<file path="config.mk">
export PLATFORM = sky130hd
export DESIGN_NAME = tri_wdog_bank
export DESIGN_NICKNAME = d
export VERILOG_FILES = /design/src/rtl/tri_wdog_pkg.sv /design/src/rtl/wdog_tick.sv /design/src/rtl/wdog_chan.sv /design/src/rtl/tri_wdog_bank.sv
export SDC_FILE = /design/constraint.sdc
export NUM_CORES = 1
export LEC_CHECK = 0
export BUFFER_PORTS_ARGS = -buffer_cell sky130_fd_sc_hd__buf_4
export CORE_MARGIN = 10
export CORE_UTILIZATION = 30
export CTS_CLUSTER_DIAMETER = 40
export CTS_CLUSTER_SIZE = 25
export DETAILED_ROUTE_END_ITERATION = 6
export PLACE_DENSITY = 0.48
export SLEW_MARGIN = 20
export SYNTH_ARGS = -nofsm -noshare
export SYNTH_HDL_FRONTEND = slang
export SYNTH_SLANG_ARGS = --single-unit
</file>
<file path="constraint.sdc">
create_clock -name clk -period 2.08 [get_ports clk]
set_clock_uncertainty 0.05 [all_clocks]
set_input_delay 0.104 -clock clk [delete_from_list [all_inputs] [get_ports clk]]
set_output_delay 0.104 -clock clk [all_outputs]
set_load 0.005 [all_outputs]
</file>
<file path="src/rtl/tri_wdog_pkg.sv">
package tri_wdog_pkg;

    localparam int unsigned HW_W = 16;
    localparam int unsigned NCH  = 3;

    typedef enum logic {ACT_LEVEL = 1'b0, ACT_PULSE = 1'b1} act_kind_e;

    localparam logic [3:0] OFF_CNT  = 4'h0;
    localparam logic [3:0] OFF_LIM  = 4'h4;
    localparam logic [3:0] OFF_STAT = 4'h8;
    localparam logic [5:0] ADDR_GATE = 6'h30;
    localparam logic [5:0] ADDR_RSV  = 6'h34;

    function automatic logic [HW_W-1:0] swap16(input logic [HW_W-1:0] v);
        return {v[7:0], v[15:8]};
    endfunction

endpackage

</file>
<file path="src/rtl/wdog_tick.sv">
module wdog_tick #(
    parameter int unsigned DIV = 25_000_000
) (
    input  logic clk,
    input  logic rst_n,
    output logic tick_o
);
    localparam int unsigned W = (DIV > 1) ? $clog2(DIV) : 1;
    localparam logic [W-1:0] LAST = W'(DIV - 1);

    logic [W-1:0] div_d, div_q;

    always_comb begin
        div_d = (div_q == LAST) ? '0 : div_q + 1'b1;
    end

    always_ff @(posedge clk) begin
        if (!rst_n) div_q <= '0;
        else        div_q <= div_d;
    end

    assign tick_o = (div_q == LAST);

    assert_div_range_R4: assert property (@(posedge clk) disable iff (!rst_n)
        div_q <= LAST);
    assert_div_wrap_R4: assert property (@(posedge clk) disable iff (!rst_n)
        tick_o |=> (div_q == '0));

endmodule

</file>
<file path="src/rtl/wdog_chan.sv">
module wdog_chan
    import tri_wdog_pkg::*;
#(
    parameter act_kind_e   KIND      = ACT_LEVEL,
    parameter int unsigned PULSE_LEN = 4
) (
    input  logic            clk,
    input  logic            rst_n,
    input  logic            tick_i,
    input  logic            lim_wr_i,
    input  logic [HW_W-1:0] lim_val_i,
    input  logic            cnt_rd_i,
    input  logic            act_en_i,
    output logic [HW_W-1:0] cnt_o,
    output logic [HW_W-1:0] lim_o,
    output logic            run_o,
    output logic            exp_o,
    output logic            act_o
);
    localparam int unsigned PW = $clog2(PULSE_LEN + 1);

    typedef struct packed {
        logic [HW_W-1:0] cnt;
        logic [HW_W-1:0] lim;
        logic            run;
        logic            exp;
        logic            lvl;
        logic [PW-1:0]   pcnt;
    } chan_st_t;

    chan_st_t d, q;

    always_comb begin
        d = q;
        if (q.pcnt != '0) d.pcnt = q.pcnt - 1'b1;
        if (lim_wr_i) begin
            d.lim = lim_val_i;
            d.cnt = lim_val_i;
            d.run = 1'b1;
            d.exp = 1'b0;
            d.lvl = 1'b0;
        end else begin
            if (q.run && tick_i) begin
                if (q.cnt <= HW_W'(1)) begin
                    d.cnt = '0;
                    d.run = 1'b0;
                    d.exp = 1'b1;
                    if (act_en_i) begin
                        d.lvl  = 1'b1;
                        d.pcnt = PW'(PULSE_LEN);
                    end
                end else begin
                    d.cnt = q.cnt - 1'b1;
                end
            end
            if (cnt_rd_i) d.cnt = q.lim;
        end
    end

    always_ff @(posedge clk) begin
        if (!rst_n) begin
            q <= '{cnt: HW_W'(1), lim: HW_W'(1), run: 1'b0, exp: 1'b0,
                   lvl: 1'b0, pcnt: '0};
        end else begin
            q <= d;
        end
    end

    assign cnt_o = q.cnt;
    assign lim_o = q.lim;
    assign run_o = q.run;
    assign exp_o = q.exp;

    generate
        if (KIND == ACT_LEVEL) begin : g_level
            assign act_o = q.lvl;
        end else begin : g_pulse
            assign act_o = (q.pcnt != '0);
        end
    endgenerate

    assert_load_R3: assert property (@(posedge clk) disable iff (!rst_n)
        lim_wr_i |=> (run_o && !exp_o && cnt_o == $past(lim_val_i)));
    assert_reload_R5: assert property (@(posedge clk) disable iff (!rst_n)
        (cnt_rd_i && !lim_wr_i) |=> (cnt_o == $past(lim_o)));
    assert_hold_R4: assert property (@(posedge clk) disable iff (!rst_n)
        (run_o && !tick_i && !lim_wr_i && !cnt_rd_i) |=> $stable(cnt_o));
    assert_exp_not_run_R6: assert property (@(posedge clk) disable iff (!rst_n)
        !(run_o && exp_o));
    assert_act_gate_R9: assert property (@(posedge clk) disable iff (!rst_n)
        $rose(act_o) |-> $past(act_en_i));

endmodule

</file>
<file path="src/rtl/tri_wdog_bank.sv">
module tri_wdog_bank
    import tri_wdog_pkg::*;
#(
    parameter int unsigned TICK_DIV  = 25_000_000,
    parameter int unsigned RST_PULSE = 4
) (
    input  logic        clk,
    input  logic        rst_n,
    input  logic        bus_sel,
    input  logic        bus_wr,
    input  logic        bus_half,
    input  logic [5:0]  bus_addr,
    input  logic [15:0] bus_wdata,
    output logic [15:0] bus_rdata,
    output logic        irq_o,
    output logic        cpu_rst_o,
    output logic        sys_rst_o
);
    typedef struct packed {
        logic [NCH-1:0]  gate;
        logic [HW_W-1:0] rdata;
    } bank_st_t;

    bank_st_t d, q;

    logic            tick;
    logic [1:0]      win;
    logic [3:0]      off;
    logic [NCH-1:0]  lim_wr, cnt_rd, run_w, exp_w, act_w;
    logic [HW_W-1:0] cnt_w [NCH];
    logic [HW_W-1:0] lim_w [NCH];

    assign win = bus_addr[5:4];
    assign off = bus_addr[3:0];

    wdog_tick #(.DIV(TICK_DIV)) u_tick (
        .clk    (clk),
        .rst_n  (rst_n),
        .tick_o (tick)
    );

    generate
        for (genvar i = 0; i < NCH; i++) begin : g_ch
            assign lim_wr[i] = bus_sel && bus_wr && bus_half
                               && (win == 2'(i)) && (off == OFF_LIM);
            assign cnt_rd[i] = bus_sel && !bus_wr && bus_half
                               && (win == 2'(i)) && (off == OFF_CNT);
            wdog_chan #(
                .KIND      ((i == 0) ? ACT_LEVEL : ACT_PULSE),
                .PULSE_LEN (RST_PULSE)
            ) u_chan (
                .clk       (clk),
                .rst_n     (rst_n),
                .tick_i    (tick),
                .lim_wr_i  (lim_wr[i]),
                .lim_val_i (swap16(bus_wdata)),
                .cnt_rd_i  (cnt_rd[i]),
                .act_en_i  (!q.gate[i]),
                .cnt_o     (cnt_w[i]),
                .lim_o     (lim_w[i]),
                .run_o     (run_w[i]),
                .exp_o     (exp_w[i]),
                .act_o     (act_w[i])
            );
        end
    endgenerate

    always_comb begin
        d = q;
        if (bus_sel && bus_wr && !bus_half && bus_addr == ADDR_GATE) begin
            d.gate = bus_wdata[NCH-1:0];
        end
        if (bus_sel && !bus_wr) begin
            d.rdata = '0;
            for (int i = 0; i < NCH; i++) begin
                if (win == 2'(i)) begin
                    if (bus_half && off == OFF_CNT)       d.rdata = swap16(cnt_w[i]);
                    else if (bus_half && off == OFF_LIM)  d.rdata = swap16(lim_w[i]);
                    else if (!bus_half && off == OFF_STAT) d.rdata = {14'd0, exp_w[i], run_w[i]};
                end
            end
            if (!bus_half && bus_addr == ADDR_GATE) d.rdata = {13'd0, q.gate};
            if (!bus_half && bus_addr == ADDR_RSV)  d.rdata = '0;
        end
    end

    always_ff @(posedge clk) begin
        if (!rst_n) q <= '{gate: '0, rdata: '0};
        else        q <= d;
    end

    assign bus_rdata = q.rdata;
    assign irq_o     = act_w[0];
    assign cpu_rst_o = act_w[1];
    assign sys_rst_o = act_w[2];

    assert_rd_hold_R10: assert property (@(posedge clk) disable iff (!rst_n)
        !(bus_sel && !bus_wr) |=> $stable(bus_rdata));
    assert_one_acc_R10: assert property (@(posedge clk) disable iff (!rst_n)
        $onehot0({lim_wr, cnt_rd}));

endmodule

</file>
==> Word-level counts from Yosys, hierarchy flattened <==
Cells that the tools add are included.
{ "totals": {"register_bits": 158, "inputBits": 27} }
{ "classes": {"n_addsub": 7, "magnitude_cmp": 3, "n_eq_ne": 7, "muxes": 44, "n_bitwise": 4, "reduce_logical": 55} }
{ "op_table": {"columns": ["cell", "n"], "rows": [
  ["$mux W16", 25],
  ["$le A16 B1 Y1 const B", 3],
  ["$sub A16 B1 Y16 const B", 3],
  ["$mux W6", 6],
  ["$mux W3", 9],
  ["$logic_and A1 B1 Y1", 26],
  ["$add A25 B1 Y25 const B", 1],
  ["$eq A25 B25 Y1 const B", 1],
  ["$reduce_bool A3 Y1", 6],
  ["$eq A6 B6 Y1 const B", 2],
  ["$mux W4", 3],
  ["$reduce_and A2 Y1", 6],
  ["$reduce_bool A2 Y1", 6],
  ["$reduce_and A3 Y1", 3],
  ["$sub A3 B1 Y3 const B", 3],
  ["$reduce_or A2 Y1", 4],
  ["$eq A4 B3 Y1 const B", 1],
  ["$eq A4 B4 Y1 const B", 1],
  ["$logic_not A4 Y1", 1],
  ["$not A1 Y1", 4],
  ["$eq A2 B1 Y1 const B", 1],
  ["$eq A2 B2 Y1 const B", 1],
  ["$logic_not A1 Y1", 2],
  ["$logic_not A2 Y1", 1],
  ["$mux W2", 1]
]} }

==> Longest topological paths before layout <==
{ "logic_depth": {"depth_word": 16, "depth_mapped": 9} }

==> Hierarchy <==
Synthesis repeated with hierarchy kept, for this count alone.
{ "hier_totals": {"hier_cells": 1085, "hier_area_um2": 9133.8} }
{ "modules_own_cells": {"columns": ["module", "n_inst", "cells_each", "area_per_inst_um2", "seq_area_each_um2"], "rows": [
  ["wdog_chan at g_ch[2].u_chan", 1, 244, 2164.6, 740.7],
  ["wdog_chan at g_ch[1].u_chan", 1, 255, 2112.0, 740.7],
  ["tri_wdog_bank", 1, 246, 1880.6, 380.4],
  ["wdog_chan at g_ch[0].u_chan", 1, 208, 1814.2, 700.7],
  ["wdog_tick", 1, 132, 1162.4, 500.5]
]} }

==> Least setup slack after synthesis <==
OpenSTA, ideal clock, no wires.
{ "synth_timing": {"kind": "register to register", "from": "reg g_ch[0].u_chan.q (netlist bit g_ch[0].u_chan.cnt_o[0])", "to": "reg g_ch[0].u_chan.q (netlist bit g_ch[0].u_chan.cnt_o[14])", "setup_ps": 130, "t_arrival_ps": 2028, "required_time_ps": 1900, "path_slack_ps": -127, "stages_incl_launch_ff": 9, "path_buffers": 0, "synth_period_minus_slack_ps": 2207, "path_cell_list": "dfxtp_1 inv_1 ha_1 or4b_2 or3_1 o22ai_1 nand3_1 nand4_1 o21ai_0"} }
{ "synth_between": {"elab_chain_cells": 5} }
{ "synth_rtl": {"columns": ["element", "line_no", "text"], "rows": [
  ["start, declared", "wdog_chan.sv:31", "chan_st_t d, q;"],
  ["start signal, assigned", "wdog_chan.sv:62", "q <= '{cnt: HW_W'(1), lim: HW_W'(1), run: 1'b0, exp: 1'b0,"],
  ["$sub A16 B1 Y16 or $le A16 B1 Y1 (tied branches)", "wdog_chan.sv:53, wdog_chan.sv:44", null],
  ["$mux W16 *", "wdog_chan.sv:44", "if (q.cnt <= HW_W'(1)) begin"],
  ["$mux W16 *", "wdog_chan.sv:43", "if (q.run && tick_i) begin"],
  ["$mux W16 *", "wdog_chan.sv:56", "if (cnt_rd_i) d.cnt = q.lim;"],
  ["$mux W16 *", "wdog_chan.sv:36", "if (lim_wr_i) begin"]
]} }
Every way passes the cells marked *; elsewhere a longest branch is shown, timed or not. The select of a mux whose other input is x is not followed.
A chain may end at the register's enable or synchronous reset.

==> Final worst setup path <==
{ "layout_timing": {"from": "reg g_ch[1].u_chan.q (netlist bit g_ch[1].u_chan.cnt_o[2])", "to": "reg g_ch[1].u_chan.q (netlist bit g_ch[1].u_chan.cnt_o[8])"} }
{ "layout_between": {"elab_chain_cells": 5} }
{ "layout_rtl": {"columns": ["element", "line_no"], "rows": [
  ["start, declared", "wdog_chan.sv:31"],
  ["start signal, assigned", "wdog_chan.sv:62"],
  ["$sub A16 B1 Y16 or $le A16 B1 Y1 (tied branches)", "wdog_chan.sv:53, wdog_chan.sv:44"],
  ["$mux W16 *", "wdog_chan.sv:44"],
  ["$mux W16 *", "wdog_chan.sv:43"],
  ["$mux W16 *", "wdog_chan.sv:56"],
  ["$mux W16 *", "wdog_chan.sv:36"]
]} }
Marked as above.

==> impl_results.md <==
- Critical Path End Type: flip-flop
- # rows: 62
- Via count of the first global-routing pass: 8561
- Clock slew at reported path FFs: 0.06 ns
- Yosys reg bits: 153
- Number of fill cells: 3002
- Layout area overhead: 31.51%
- Hold Crit Depth: 3
- CTS root buf: clkbuf_16
- Sequential fraction of the synthesis area: 0.3470
- Violated checks: negative setup slack
- Crit path time final: 2.111 ns
- Synthesized Nets: 1167
- Post-DRT Antenna Nets: 0
- Post-synth EDFFs: 0
- Avg Cell Area, Syn: 7.819 sq um
- Measured slew at the worst slew-check pin: 0.9555 ns
- Multi-input gate area in the final layout: 5458 sq um
- Antenna Cells: 0
- Type of the worst min-delay path: input pin to flip-flop
- WL per Instance: 19.59 um
- Clock latency at the later pin of the worst-skew pair: 0.44 ns
- Largest net degree at the start of global routing: 34
- Setup TNS: -0.06049 ns
- Final worst-path cycle share: 1.015
- Final worst slack: -0.03095 ns
- Dpl cells: 1627
- Outcome: finished with violations
- First-pass DRT Iterations: 5
- TritonCTS Buffers: 17
- Initial core utilization: 0.3059
- Hpwl dp: 24.41 mm
- RSZ-0062 raised after global routing: true
- Register area: 3072 sq um
- Max-cap violations: 0
- # IOs: 46
- Max Root-Sink Buffers: 2
- Power Dens Cells: 609.7 nW/um^2
- CP required: 2.35 ns
- Lkg Pwr: 4.366 nW
- Final setup violation count: 4
- Post-synth ARST share: 0
- Post-Route WL: 33.01 mm
- Proportion of layout cells with a drive suffix above 1: 0.2475
- Final cell count without fillers: 1685
- Fmax: 473.7 MHz
- CP Max Fanout: 5
- Core area: 28860 sq um
- Initial antenna violation count: 0
- GRT Resource Usage Total: 0.1779
- DRC viols: 0
- Global-route wire length before repair: 51.07 mm
- Nets: 1326
- Worst-case headroom to the max-slew limit: 0.3607
- DR iter-0 viols: 845
- Vias: 8990
- Worst R2R Path Depth: 7
- Mapped cell area: 8827 sq um
- Critical path arrival: 2.38 ns
- DIE WIDTH: 191.5 um
- CTS tree: yes
- CTS sink cnt: 153
- Port Buf Inserts: 45
- Synth cell types: 80
- Final number of hold-violating endpoints: 0
- Die ar.: 36690 sq um
- Main flop type after synthesis: dfxtp_1
- H-tree levels: 4
- Startpoint Class: flip-flop
- Total gr overflow: 0
- Syn Inst Count: 1129
- Synth warn: 0
- Max-slew violation count: 0
- Vias per cell: 5.335
- Critical path class: flip-flop to flip-flop
- Worst IR Drop VDD: 0.4952 mV
- Die Ht: 191.5 um
- Final GP Congestion: 0.8902
[sequential cells by signal, summed over array words and instances (netlist names)]
| signal | cells |
|---|---|
| q | 3 |
| g_ch.u_chan.q | 6 |
| g_ch.u_chan.exp_o | 3 |
| g_ch.u_chan.run_o | 3 |
| g_ch.u_chan.act_o | 1 |
| g_ch.u_chan.cnt_o | 48 |
| bus_rdata | 16 |
| u_tick.div_q | 25 |
| g_ch.u_chan.lim_o | 48 |
[cell families after synthesis]
group / share of synthesized area
compound gates: 0.2384
xor+xnor: 0.02679
fa+ha+maj: 0.01559
buf+inv: 0.05982
flops: 0.3470
mux: 0.06449
simple gates: 0.2479
[synthesized netlist by cell type (5+ instances only)]
| cell type | number | area, sq um |
|---|---|---|
| a21oi_1 | 73 | 365.4 |
| inv_1 | 23 | 86.33 |
| nor2_1 | 92 | 345.3 |
| ha_1 | 11 | 137.6 |
| a22oi_1 | 7 | 52.55 |
| o21a_1 | 7 | 52.55 |
| a31oi_1 | 8 | 50.05 |
| o2111ai_1 | 7 | 61.31 |
| buf_2 | 21 | 105.1 |
| xor2_1 | 14 | 122.6 |
| dfxtp_1 | 153 | 3063 |
| buf_1 | 8 | 30.03 |
| o21ai_1 | 9 | 45.04 |
| o211ai_1 | 20 | 150.1 |
| o21ai_0 | 54 | 270.3 |
| nand3_1 | 39 | 195.2 |
| buf_4 | 17 | 127.6 |
| nor4_1 | 9 | 56.30 |
| nor3_1 | 28 | 140.1 |
| a32oi_1 | 15 | 131.4 |
| and3_1 | 16 | 100.1 |
| clkbuf_1 | 39 | 146.4 |
| a21boi_0 | 47 | 352.8 |
| o22ai_1 | 24 | 150.1 |
| nand2_1 | 187 | 701.9 |
| mux2i_1 | 40 | 400.4 |
| or3_1 | 5 | 31.28 |
| nor2b_1 | 24 | 150.1 |
| nand2b_1 | 7 | 43.79 |
| nand4_1 | 17 | 106.4 |
| mux2_2 | 11 | 123.9 |
| xnor2_1 | 13 | 113.9 |
[path summary, 6_finish.rpt]
check	startpoint	to	slack (ns)
worst min register to register	g_ch[2].u_chan.lim_o[7]$_SDFFE_PN0P_	g_ch[2].u_chan.lim_o[7]$_SDFFE_PN0P_	0.42
worst min-delay path	rst_n	g_ch[1].u_chan.exp_o$_SDFFE_PP0P_	0.04
worst max register to register	g_ch[1].u_chan.cnt_o[2]$_SDFFE_PN0P_	g_ch[1].u_chan.cnt_o[8]$_SDFFE_PN0P_	-0.03
worst max-delay path	g_ch[1].u_chan.cnt_o[2]$_SDFFE_PN0P_	g_ch[1].u_chan.cnt_o[8]$_SDFFE_PN0P_	-0.03
[cell usage in the layout, fill, tap and decap left out, types with 11 or more instances in the layout]
| master | instances |
|---|---|
| mux2i_1 | 40 |
| o21ai_1 | 21 |
| buf_4 | 193 |
| and3_1 | 13 |
| nor2_1 | 88 |
| nand2_1 | 184 |
| o211ai_1 | 20 |
| dfxtp_1 | 146 |
| xor2_1 | 14 |
| xnor2_1 | 13 |
| nor2b_1 | 24 |
| nand3_1 | 37 |
| dlygate4sd3_1 | 16 |
| o21ai_0 | 41 |
| mux2_2 | 11 |
| o22ai_1 | 24 |
| clkbuf_16 | 18 |
| a21boi_0 | 43 |
| nand4_1 | 17 |
| a21oi_1 | 64 |
| a32oi_1 | 15 |
| nor3_1 | 26 |
| inv_1 | 22 |
[per-layer routing]
metal	up-vias	track usage	wire [um]
li1	4376	-	-
met1	4279	0.2525	15720
met2	298	0.2708	14660
met3	37	0.03553	2189
met4	0	0.03876	450
met5	-	0	0
[worst max-delay path, stage by stage (launching register included)]
cell      delay [ns]
dfxtp_2         0.32
or4_4           0.53
or4_4           0.45
o21ai_4         0.20
buf_6           0.16
a21oi_2         0.04
o211ai_1        0.17
o21ai_1         0.08
[layout make-up]
class	count	area share
tap	384	0.04139
clock buffer	25	0.04268
multi-input combinational	864	0.4701
inverter	23	0.007437
sequential	153	0.2646
timing repair buffer	229	0.1660
clock inverter	7	0.007760
[power breakdown]
part | switching, mW | total [mW] | internal (mW)
sequential | 0.0331 | 3.03 | 3.00
clock | 1.31 | 3.20 | 1.89
combinational | 0.461 | 0.847 | 0.387
total | 1.80 | 7.08 | 5.27
[what timing repair did]
item / CTS / global route
hold buffers: 16 / 0
setup buffers: 1 / 9
hold endpoints to repair: 53 / 0
pin swaps: 3 / 23
cloned: 0 / 0
setup endpoints to repair: 21 / 36
resized for setup: 17 / 58
[metrics by stage]
stage	util	power (mW)	worst slack, ns	hold WS, ns	cell area (sq um)
3_3_place_gp	0.3649	3.872	-0.04145	0.3738	10530
4_1_cts	0.3931	7.097	-0.01074	0.02714	11340
5_1_grt	0.4023	7.360	-0.1233	0.05619	11610
3_5_place_dp	0.3649	3.882	-0.06646	0.3834	10530
2_1_floorplan	-	3.558	-0.06894	0.1932	8877
6_report	0.4023	7.078	-0.03095	0.04226	11610
No activity file was read; power rests on OpenSTA's default activity.
